$ cat config.mk
export PLATFORM = sky130hd
export DESIGN_NAME = byte_timer16
export DESIGN_NICKNAME = d
export VERILOG_FILES = /design/src/rtl/byte_timer16_pkg.sv /design/src/rtl/bt_access_seq.sv /design/src/rtl/bt_down_counter.sv /design/src/rtl/byte_timer16.sv
export SDC_FILE = /design/constraint.sdc
export NUM_CORES = 1
export LEC_CHECK = 0
export ABC_AREA = 1
export BUFFER_PORTS_ARGS = -buffer_cell sky130_fd_sc_hd__clkbuf_2
export CAP_MARGIN = 20
export CORE_MARGIN = 2
export CORE_UTILIZATION = 40
export DETAILED_ROUTE_END_ITERATION = 6
export GPL_ROUTABILITY_DRIVEN = 0
export GPL_TIMING_DRIVEN = 0
export PLACE_DENSITY = 0.56
export SLEW_MARGIN = 40
export SYNTH_ARGS = -nofsm -noshare
export SYNTH_HDL_FRONTEND = slang
export SYNTH_SLANG_ARGS = --single-unit
$ cat constraint.sdc
create_clock -name clk -period 4.5 [get_ports clk]
set_clock_uncertainty 0.2 [all_clocks]
set_input_delay 0.675 -clock clk [delete_from_list [all_inputs] [get_ports clk]]
set_output_delay 0.675 -clock clk [all_outputs]
set_load 0.03 [all_outputs]
$ cat src/rtl/byte_timer16_pkg.sv
package byte_timer16_pkg;

    typedef enum logic [1:0] {
        SEQ_IDLE    = 2'd0,
        SEQ_RD_PEND = 2'd1,
        SEQ_WR_PEND = 2'd2
    } seq_state_t;

endpackage

$ cat src/rtl/bt_access_seq.sv
module bt_access_seq
    import byte_timer16_pkg::*;
#(
    parameter int BYTE_W = 8,
    localparam int CNT_W = 2 * BYTE_W
) (
    input  logic              clk,
    input  logic              rst_n,
    input  logic              rd,
    input  logic              wr,
    input  logic              hi,
    input  logic [BYTE_W-1:0] wdata,
    input  logic [CNT_W-1:0]  cnt_i,
    input  logic              err_clr,
    output logic [BYTE_W-1:0] rdata,
    output logic [CNT_W-1:0]  latch_o,
    output logic              err_o
);

    seq_state_t        state_q, state_d;
    logic              viol;
    logic              do_rd, do_wr;
    logic [BYTE_W-1:0] wbuf_q, rbuf_q;

    assign do_rd = rd && !wr;
    assign do_wr = wr && !rd;

    // next state and violation detection
    always_comb begin
        state_d = state_q;
        viol    = 1'b0;
        if (rd && wr) begin
            state_d = SEQ_IDLE;
            viol    = 1'b1;
        end else begin
            unique case (state_q)
                SEQ_IDLE: begin
                    if (wr)      state_d = hi ? SEQ_IDLE : SEQ_WR_PEND;
                    else if (rd) state_d = hi ? SEQ_RD_PEND : SEQ_IDLE;
                end
                SEQ_RD_PEND: begin
                    if (wr) begin
                        viol    = 1'b1;
                        state_d = hi ? SEQ_IDLE : SEQ_WR_PEND;
                    end else if (rd) begin
                        state_d = hi ? SEQ_RD_PEND : SEQ_IDLE;
                    end
                end
                SEQ_WR_PEND: begin
                    if (rd) begin
                        viol    = 1'b1;
                        state_d = hi ? SEQ_RD_PEND : SEQ_IDLE;
                    end else if (wr) begin
                        state_d = hi ? SEQ_IDLE : SEQ_WR_PEND;
                    end
                end
                default: state_d = SEQ_IDLE;
            endcase
        end
    end

    // state register
    always_ff @(posedge clk or negedge rst_n) begin
        if (!rst_n) state_q <= SEQ_IDLE;
        else        state_q <= state_d;
    end

    // buffers, latch, read data and error flag
    always_ff @(posedge clk or negedge rst_n) begin
        if (!rst_n) begin
            wbuf_q  <= '0;
            rbuf_q  <= '0;
            rdata   <= '0;
            latch_o <= '1;
            err_o   <= 1'b0;
        end else begin
            if (do_wr) begin
                if (hi) latch_o <= {wdata, wbuf_q};
                else    wbuf_q  <= wdata;
            end
            if (do_rd) begin
                if (hi) begin
                    rdata  <= cnt_i[CNT_W-1:BYTE_W];
                    rbuf_q <= cnt_i[BYTE_W-1:0];
                end else begin
                    rdata  <= rbuf_q;
                end
            end
            if (viol)         err_o <= 1'b1;
            else if (err_clr) err_o <= 1'b0;
        end
    end

    p_latch_hold_r3: assert property (@(posedge clk) disable iff (!rst_n)
        !(wr && hi) |=> latch_o == $past(latch_o));

    p_wr_in_read_r7: assert property (@(posedge clk) disable iff (!rst_n)
        (wr && state_q == SEQ_RD_PEND) |=> err_o);

    p_rd_in_write_r8: assert property (@(posedge clk) disable iff (!rst_n)
        (rd && state_q == SEQ_WR_PEND) |=> err_o);

    p_collide_r9: assert property (@(posedge clk) disable iff (!rst_n)
        (rd && wr) |=> (err_o && state_q == SEQ_IDLE && rdata == $past(rdata)));

    p_err_sticky_r10: assert property (@(posedge clk) disable iff (!rst_n)
        (err_o && !err_clr) |=> err_o);

    p_rdata_hold_r11: assert property (@(posedge clk) disable iff (!rst_n)
        !rd |=> rdata == $past(rdata));

endmodule

$ cat src/rtl/bt_down_counter.sv
module bt_down_counter #(
    parameter int CNT_W = 16
) (
    input  logic             clk,
    input  logic             rst_n,
    input  logic             en,
    input  logic             stop,
    input  logic [CNT_W-1:0] reload_i,
    output logic [CNT_W-1:0] cnt_o,
    output logic             irq_o
);

    logic step, at_zero;

    assign step    = en && !stop;
    assign at_zero = (cnt_o == '0);

    always_ff @(posedge clk or negedge rst_n) begin
        if (!rst_n) begin
            cnt_o <= '1;
            irq_o <= 1'b0;
        end else begin
            irq_o <= step && at_zero;
            if (step) cnt_o <= at_zero ? reload_i : cnt_o - 1'b1;
        end
    end

    p_step_r4: assert property (@(posedge clk) disable iff (!rst_n)
        (en && !stop && cnt_o != '0) |=> cnt_o == $past(cnt_o) - 1'b1);

    p_stop_hold_r5: assert property (@(posedge clk) disable iff (!rst_n)
        stop |=> cnt_o == $past(cnt_o));

    p_reload_r6: assert property (@(posedge clk) disable iff (!rst_n)
        (en && !stop && cnt_o == '0) |=> (cnt_o == $past(reload_i) && irq_o));

endmodule

$ cat src/rtl/byte_timer16.sv
module byte_timer16 #(
    parameter int BYTE_W = 8,
    localparam int CNT_W = 2 * BYTE_W
) (
    input  logic              clk,
    input  logic              rst_n,
    input  logic              bus_rd,
    input  logic              bus_wr,
    input  logic              bus_hi,
    input  logic [BYTE_W-1:0] bus_wdata,
    output logic [BYTE_W-1:0] bus_rdata,
    input  logic              cnt_en,
    input  logic              cnt_stop,
    input  logic              err_clr,
    output logic              irq,
    output logic              seq_err
);

    logic [CNT_W-1:0] count;
    logic [CNT_W-1:0] reload;

    bt_access_seq #(.BYTE_W(BYTE_W)) u_seq (
        .clk     (clk),
        .rst_n   (rst_n),
        .rd      (bus_rd),
        .wr      (bus_wr),
        .hi      (bus_hi),
        .wdata   (bus_wdata),
        .cnt_i   (count),
        .err_clr (err_clr),
        .rdata   (bus_rdata),
        .latch_o (reload),
        .err_o   (seq_err)
    );

    bt_down_counter #(.CNT_W(CNT_W)) u_cnt (
        .clk      (clk),
        .rst_n    (rst_n),
        .en       (cnt_en),
        .stop     (cnt_stop),
        .reload_i (reload),
        .cnt_o    (count),
        .irq_o    (irq)
    );

endmodule

==> out/results.txt, run 1 <==
Final hold violations: 0
Die area: 8330 sq um
Max-slew headroom: 0.674
Maximum clock rate: 562 MHz
Global-route wire length before repair: 11.9 mm
TritonCTS clock tree: built
Final Instance Area: 3510 sq um
Mapped Cells: 373
Final critical path time including I/O delays and setup: 1.78 ns
Final WL: 6.68 mm
Crit Path Category: reg2out
PwrDens: 574 nW/um^2
Post-cts sizing count: 0
Placement Rows: 31
Ant diodes: 0
Placed Area: 3310 sq um
Number of enable flip-flop cells after synthesis: 0
Worst Setup End Kind: output port
Worst-Skew Late Latency: 0.34 ns
CP max stage delay: 0.38 ns
Fin nets: 431
DPL Wire Length: 5.04 mm
Post-Syn Nets: 395
Hold buffers post-CTS: 0
Tot GR Track Use: 0.182
Vias/cell: 4.83
Worst vdd ir: 0.000260 V
First-pass DRT Iterations: 4
Path category of the worst min-delay check: in2async
Largest net degree at the start of global routing: 40
Clock Pin Slew Worst Setup and Hold Paths: 0.07 ns
Synth Area per Inst: 8.16 sq um
Vias in the first global route: 2468
Initial antenna violation count: 0
Fillers: 745
Family with the most delay on the worst path: flip-flops
CTS root buffer: clkbuf_8
Clock Path Buffers: 2
RSZ-0062 raised after global routing: false
Asr flop ratio synth: 1.00
Core area: 7330 sq um
Max Cap Viol: 0
WL per Instance: 13.0 um
Leak: 1.67 nW
Total power: 2.02 mW
Number of post-CTS setup repair buffers: 0
Overflow after GRT: 0
Smallest hold slack: 0.0494 ns
Die X: 91.3 um
Ports: 26
WP data arrival: 0.90 ns
Register area share after synthesis: 0.506
H-tree depth: 3
Yosys cell types: 26
CTS sink count: 60
Startpoint Class: flop
Setup tns final: 0 ns
Final Cycle Share: 0.395
CP bufs+invs: 1
DR DRC count: 0
CTS buffer count: 9
Max Transition Viols Final: 0
Routed Antenna Nets: 0
Syn Std Cell Area: 3050 sq um
Port bufs: 24
Initial Util: 0.415
Max FO, Critical Path: 2
#FFs+latches synth: 60
# setup viols final: 0
Most frequent cells in the layout: nand2_1 (104), inv_1 (40), nor2_1 (35)
Outcome: completed
Yosys warning count: 0
Crit-path slowest cell: dfrtp_1
Area Growth Syn to Fin: 15.4%
Drt initial violations: 109
Most common flop cell mapped by yosys: dfstp_2
Vert. Die Dim: 91.3 um
Crit-path cells: clkbuf_2
Req. time, crit path: 3.62 ns
Vias: 2480
Least-Margin Pin Slew: 0.489 ns
Layout cell share with drive strength beyond 1: 0.227
Most common cell after layout, fill and taps aside: nand2_1
[state kept, by name (all words and copies together), names as in the netlist]
signal and flops:
u_seq.latch_o 16, u_seq.state_q 2, u_seq.rdata 8, u_seq.err_o 1, u_cnt.irq_o 1, u_cnt.cnt_o 16
u_seq.rbuf_q 8, u_seq.wbuf_q 8
[cells by family after synthesis]
logic type,after synthesis,share of synthesized area
and+or+nand+nor,200,0.294
muxes,6,0.0222
adders and majority gates,6,0.0247
xor gates and xnor gates,1,0.00288
DFF,60,0.506
AOI/OAI and AO/OA,44,0.0772
buffers and inverters,56,0.0727
[synth_stat cells, types with 4 or more instances]
master	count	share of area
dfrtp_1	28	0.23
nand3_1	33	0.054
nand2_1	104	0.13
clkbuf_1	7	0.0086
o21ai_0	4	0.0066
inv_2	5	0.0062
a31oi_1	8	0.016
mux2_1	6	0.022
a21oi_1	4	0.0066
ha_1	6	0.025
inv_1	40	0.049
dfstp_2	32	0.28
nor2_1	35	0.043
nor2_4	6	0.022
o21ai_1	25	0.041
nand4_1	9	0.018
[layout make-up]
type	count	area, sq um	area share
clock inverter	4	47.5	0.0135
inverter	45	169	0.0481
timing repair buffer	25	143	0.0406
multi-input combinational	257	1280	0.365
tap	99	124	0.0352
sequential	60	1540	0.439
clock buffer	12	155	0.0441
buffer	11	52.6	0.0150
[layer usage]
layer | global-route usage | routed length, um
met5 | 0 | 0
met3 | 0.0531 | 285
met1 | 0.254 | 3370
met4 | 0.0543 | 77
met2 | 0.275 | 2940
[final timing paths]
| kind | startpoint | to | slack [ns] | cells past startpoint |
|---|---|---|---|---|
| min in group clk | u_seq.latch_o[13]$_DFFE_PN1P_ | u_seq.latch_o[13]$_DFFE_PN1P_ | 0.28 | 2 |
| min | rst_n | u_seq.state_q[1]$_DFFE_PN0P_ | 0.05 | 1 |
| min reg2reg | u_seq.latch_o[13]$_DFFE_PN1P_ | u_seq.latch_o[13]$_DFFE_PN1P_ | 0.28 | 2 |
| max reg2reg | u_cnt.cnt_o[0]$_DFFE_PN1P_ | u_cnt.cnt_o[10]$_DFFE_PN1P_ | 2.73 | 9 |
| max | u_seq.rdata[4]$_DFFE_PN0P_ | bus_rdata[4] | 2.72 | 1 |
| max in group asynchronous | rst_n | u_cnt.cnt_o[2]$_DFFE_PN1P_ | 3.47 | 2 |
[power breakdown]
part | total, mW | switching (mW) | internal (mW) | leakage (nW)
Combinational | 0.591 | 0.381 | 0.210 | 0.885
Clock | 0.497 | 0.213 | 0.284 | 0.102
Sequential | 0.931 | 0.157 | 0.774 | 0.682
Total | 2.02 | 0.751 | 1.27 | 1.67
[stage by stage]
step                       util  cells  setup slack (ns)
after CTS                 0.479    513              2.69
after global routing      0.479    513              2.53
after floorplan               -    373              2.71
after global placement    0.449    496              2.24
final                     0.479    513              2.72
after detailed placement  0.452    497              2.36
No activity file was read; power rests on OpenSTA's default activity.
==> inputs of run 2 (changes only) <==
--- a/config.mk
+++ b/config.mk
@@ -13,7 +13,7 @@
 export DETAILED_ROUTE_END_ITERATION = 6
 export GPL_ROUTABILITY_DRIVEN = 0
 export GPL_TIMING_DRIVEN = 0
-export PLACE_DENSITY = 0.56
+export PLACE_DENSITY = 0.58
 export SLEW_MARGIN = 40
 export SYNTH_ARGS = -nofsm -noshare
 export SYNTH_HDL_FRONTEND = slang
==> constraint.sdc (replaced) <==
create_clock -name clk -period 1.6 [get_ports clk]
set_clock_uncertainty 0.2 [all_clocks]
set_input_delay 0.24 -clock clk [delete_from_list [all_inputs] [get_ports clk]]
set_output_delay 0.24 -clock clk [all_outputs]
set_load 0.03 [all_outputs]
==> run 2 against run 1 <==
  * Count of clock-buffer cells in the layout down 1
  * Combinational power rose to 3.2 times the previous value
  * Routed wire length grew 0.94%
  * Via count increased by 1.5%
  * Clock power grew to 2.8 times the previous value
  * Design area up 7.2%
  * Utilization up 3.4 points
  * Final cell count grew 3.5%
  * First-iteration DRC count grew 1.8%
  * Sequential share of layout area decreased by 2.9 points
  * Global-route usage down 0.75 points
  * Power rose to 2.9 times the previous value
  * Critical endpoint is now u_cnt.cnt_o[11]$_DFFE_PN1P_
==> out/results.txt, run 2 (synthesized netlist as in run 1, its figures left out) <==
Core area: 7330 sq um (unchanged)
Part of the power in registers: 0.444 (was 0.461)
Final WL: 6.74 mm (was 6.68 mm)
Path category of the worst min-delay check: in2reg (was in2async)
Die area: 8330 sq um (unchanged)
Max Cap Viol: 0 (unchanged)
Leak: 1.76 nW (was 1.67 nW)
Max FO, Critical Path: 10 (was 2)
Port bufs: 24 (unchanged)
Sw frac: 0.378 (was 0.372)
Biggest regs: u_cnt.cnt_o (16), u_seq.latch_o (16) (unchanged)
Smallest hold slack: 0.0197 ns (was 0.0494 ns)
Placed cell count: 497 (unchanged)
Fin util: 0.514 (was 0.479)
Net Sw Power: 2.25 mW (was 0.751 mW)
Max-slew headroom: 0.672 (was 0.674)
WP data arrival: 1.67 ns (was 0.90 ns)
CTS sink count: 60 (unchanged)
Pre-CTS WS: -0.153 ns (was 2.36 ns)
Worst Slack Setup Final: 0.00115 ns (was 2.72 ns)
CTS root buffer: clkbuf_8 (unchanged)
Ports: 26 (unchanged)
Tot GR Track Use: 0.175 (was 0.182)
Comb pwr share: 0.319 (was 0.293)
Req. time, crit path: 1.67 ns (was 3.62 ns)
Largest net degree at the start of global routing: 35 (was 40)
Routed Antenna Nets: 0 (unchanged)
Clock Pin Slew Worst Setup and Hold Paths: 0.07 ns (about the same)
Most frequent cells in the layout: nand2_1 (100), inv_1 (37), dfstp_2 (32) (was nand2_1 (104), inv_1 (40), nor2_1 (35))
Final hold violations: 0 (unchanged)
CTS buffer count: 9 (unchanged)
Ant diodes: 0 (unchanged)
DPL Wire Length: 4.84 mm (was 5.04 mm)
Vert. Die Dim: 91.3 um (unchanged)
Startpoint Class: flop (unchanged)
Final Cycle Share: 0.999
Worst-Skew Late Latency: 0.34 ns (about the same)
Total power: 5.94 mW (was 2.02 mW)
Maximum clock rate: 625 MHz
Filler-free cell count of the finished design: 531 (was 513)
Placement Rows: 31 (unchanged)
Layout cell share with drive strength beyond 1: 0.275 (was 0.227)
Area Growth Syn to Fin: 23.7% (was 15.4%)
Most common cell after layout, fill and taps aside: nand2_1 (unchanged)
Fin nets: 449 (was 431)
RSZ-0062 raised after global routing: true (was false)
Initial antenna violation count: 0 (unchanged)
Vias in the first global route: 2436 (was 2468)
Area of the multi-input gates: 1360 sq um (was 1280 sq um)
Initial Util: 0.415 (unchanged)
Die X: 91.3 um (unchanged)
TritonCTS clock tree: built (unchanged)
Outcome: completed (unchanged)
Least-Margin Pin Slew: 0.492 ns (was 0.489 ns)
Drt initial violations: 111 (was 109)
First-pass DRT Iterations: 4 (unchanged)
Global-route wire length before repair: 11.6 mm (was 11.9 mm)
Worst Setup End Kind: flop (was output port)
Crit Path Category: reg2reg (was reg2out)
Overflow after GRT: 0 (unchanged)
Clock Path Buffers: 2 (unchanged)
Sequential cell area: 1540 sq um (unchanged)
H-tree depth: 3 (unchanged)
Vias: 2516 (was 2480)
P_int: 3.70 mW (was 1.27 mW)
Clock Power Share: 0.237 (was 0.246)
Final critical path time including I/O delays and setup: 1.60 ns
PwrDens: 1580 nW/um^2 (was 574 nW/um^2)
Vias/cell: 4.74 (was 4.83)
Max Transition Viols Final: 0 (unchanged)
DR DRC count: 0 (unchanged)
Fillers: 740 (was 745)
# setup viols final: 0 (unchanged)
WL per Instance: 12.7 um (was 13.0 um)
Worst vdd ir: 0.000629 V (was 0.000260 V)
## run 2: cell count changes in the layout (fill, tap and decap cells not counted), sizes merged
cell,previous run,this run
clkbuf,43,42
clkinvlp,1,4
clkinv,2,0
dlygate4sd3,0,10
buf,5,13
## run 2: stage by stage
stage / setup TNS [ns] / area [sq um]
4_1_cts: 0 / 3690
3_5_place_dp: -2.80 / 3310
5_1_grt: -0.710 / 3770
2_1_floorplan: 0 / 3050
3_3_place_gp: -7.83 / 3290
6_report: 0 / 3770
## run 2: what timing repair did
action / 4_1_cts / 5_1_grt
endpoints found under the setup margin: 16 / 17
hold buffers: 10 / 0
gates cloned: 0 / 1
resized for setup: 14 / 12
setup buffers: 3 / 4
pin swaps: 3 / 7
hold endpoints to repair: 53 / 0
## run 2: worst max-delay path: stages, from the launching register on
cell	delay, ns
dfstp_2	0.38
inv_4	0.08
ha_4	0.14
nand3_2	0.09
nor2_4	0.16
nand3_2	0.16
inv_4	0.15
nand2_1	0.08
nand3_1	0.10
## run 2: layout make-up
cell class	count	area share
plain buffers	11	0.0139
clock buffers	11	0.0402
flip-flops and latches	60	0.409
repair buffers	43	0.0814
inverters	45	0.0468
clock inverters	5	0.0159
well taps	99	0.0329
multi-input cells	257	0.360
## run 2: per-layer routing
| layer | track usage | part of all wire |
|---|---|---|
| met1 | 0.234 | 0.47 |
| met5 | 0 | 0 |
| met3 | 0.0382 | 0.042 |
| met2 | 0.279 | 0.48 |
| met4 | 0.0606 | 0.013 |
## run 2: power by group through the flow
stage | Combinational [mW] | Sequential [mW] | Clock, mW
floorplan | 1.19 | 2.61 | 0
global placement | 1.63 | 2.61 | 0
detailed placement | 1.67 | 2.62 | 0
CTS | 1.80 | 2.61 | 1.45
global route | 2.17 | 2.71 | 1.52
finish | 1.90 | 2.64 | 1.41
## run 2: final timing paths
kind / from / to / slack [ns] / depth (start not counted)
max: u_cnt.cnt_o[0]$_DFFE_PN1P_ / u_cnt.cnt_o[11]$_DFFE_PN1P_ / 0.001 / 8
min: bus_hi / u_seq.rdata[3]$_DFFE_PN0P_ / 0.02 / 3
max reg2reg: u_cnt.cnt_o[0]$_DFFE_PN1P_ / u_cnt.cnt_o[11]$_DFFE_PN1P_ / 0.001 / 8
min reg2reg: u_seq.latch_o[12]$_DFFE_PN1P_ / u_seq.latch_o[12]$_DFFE_PN1P_ / 0.28 / 2
max in group asynchronous: rst_n / u_cnt.cnt_o[0]$_DFFE_PN1P_ / 0.45 / 3
min in group asynchronous: rst_n / u_seq.rdata[5]$_DFFE_PN0P_ / 0.18 / 2
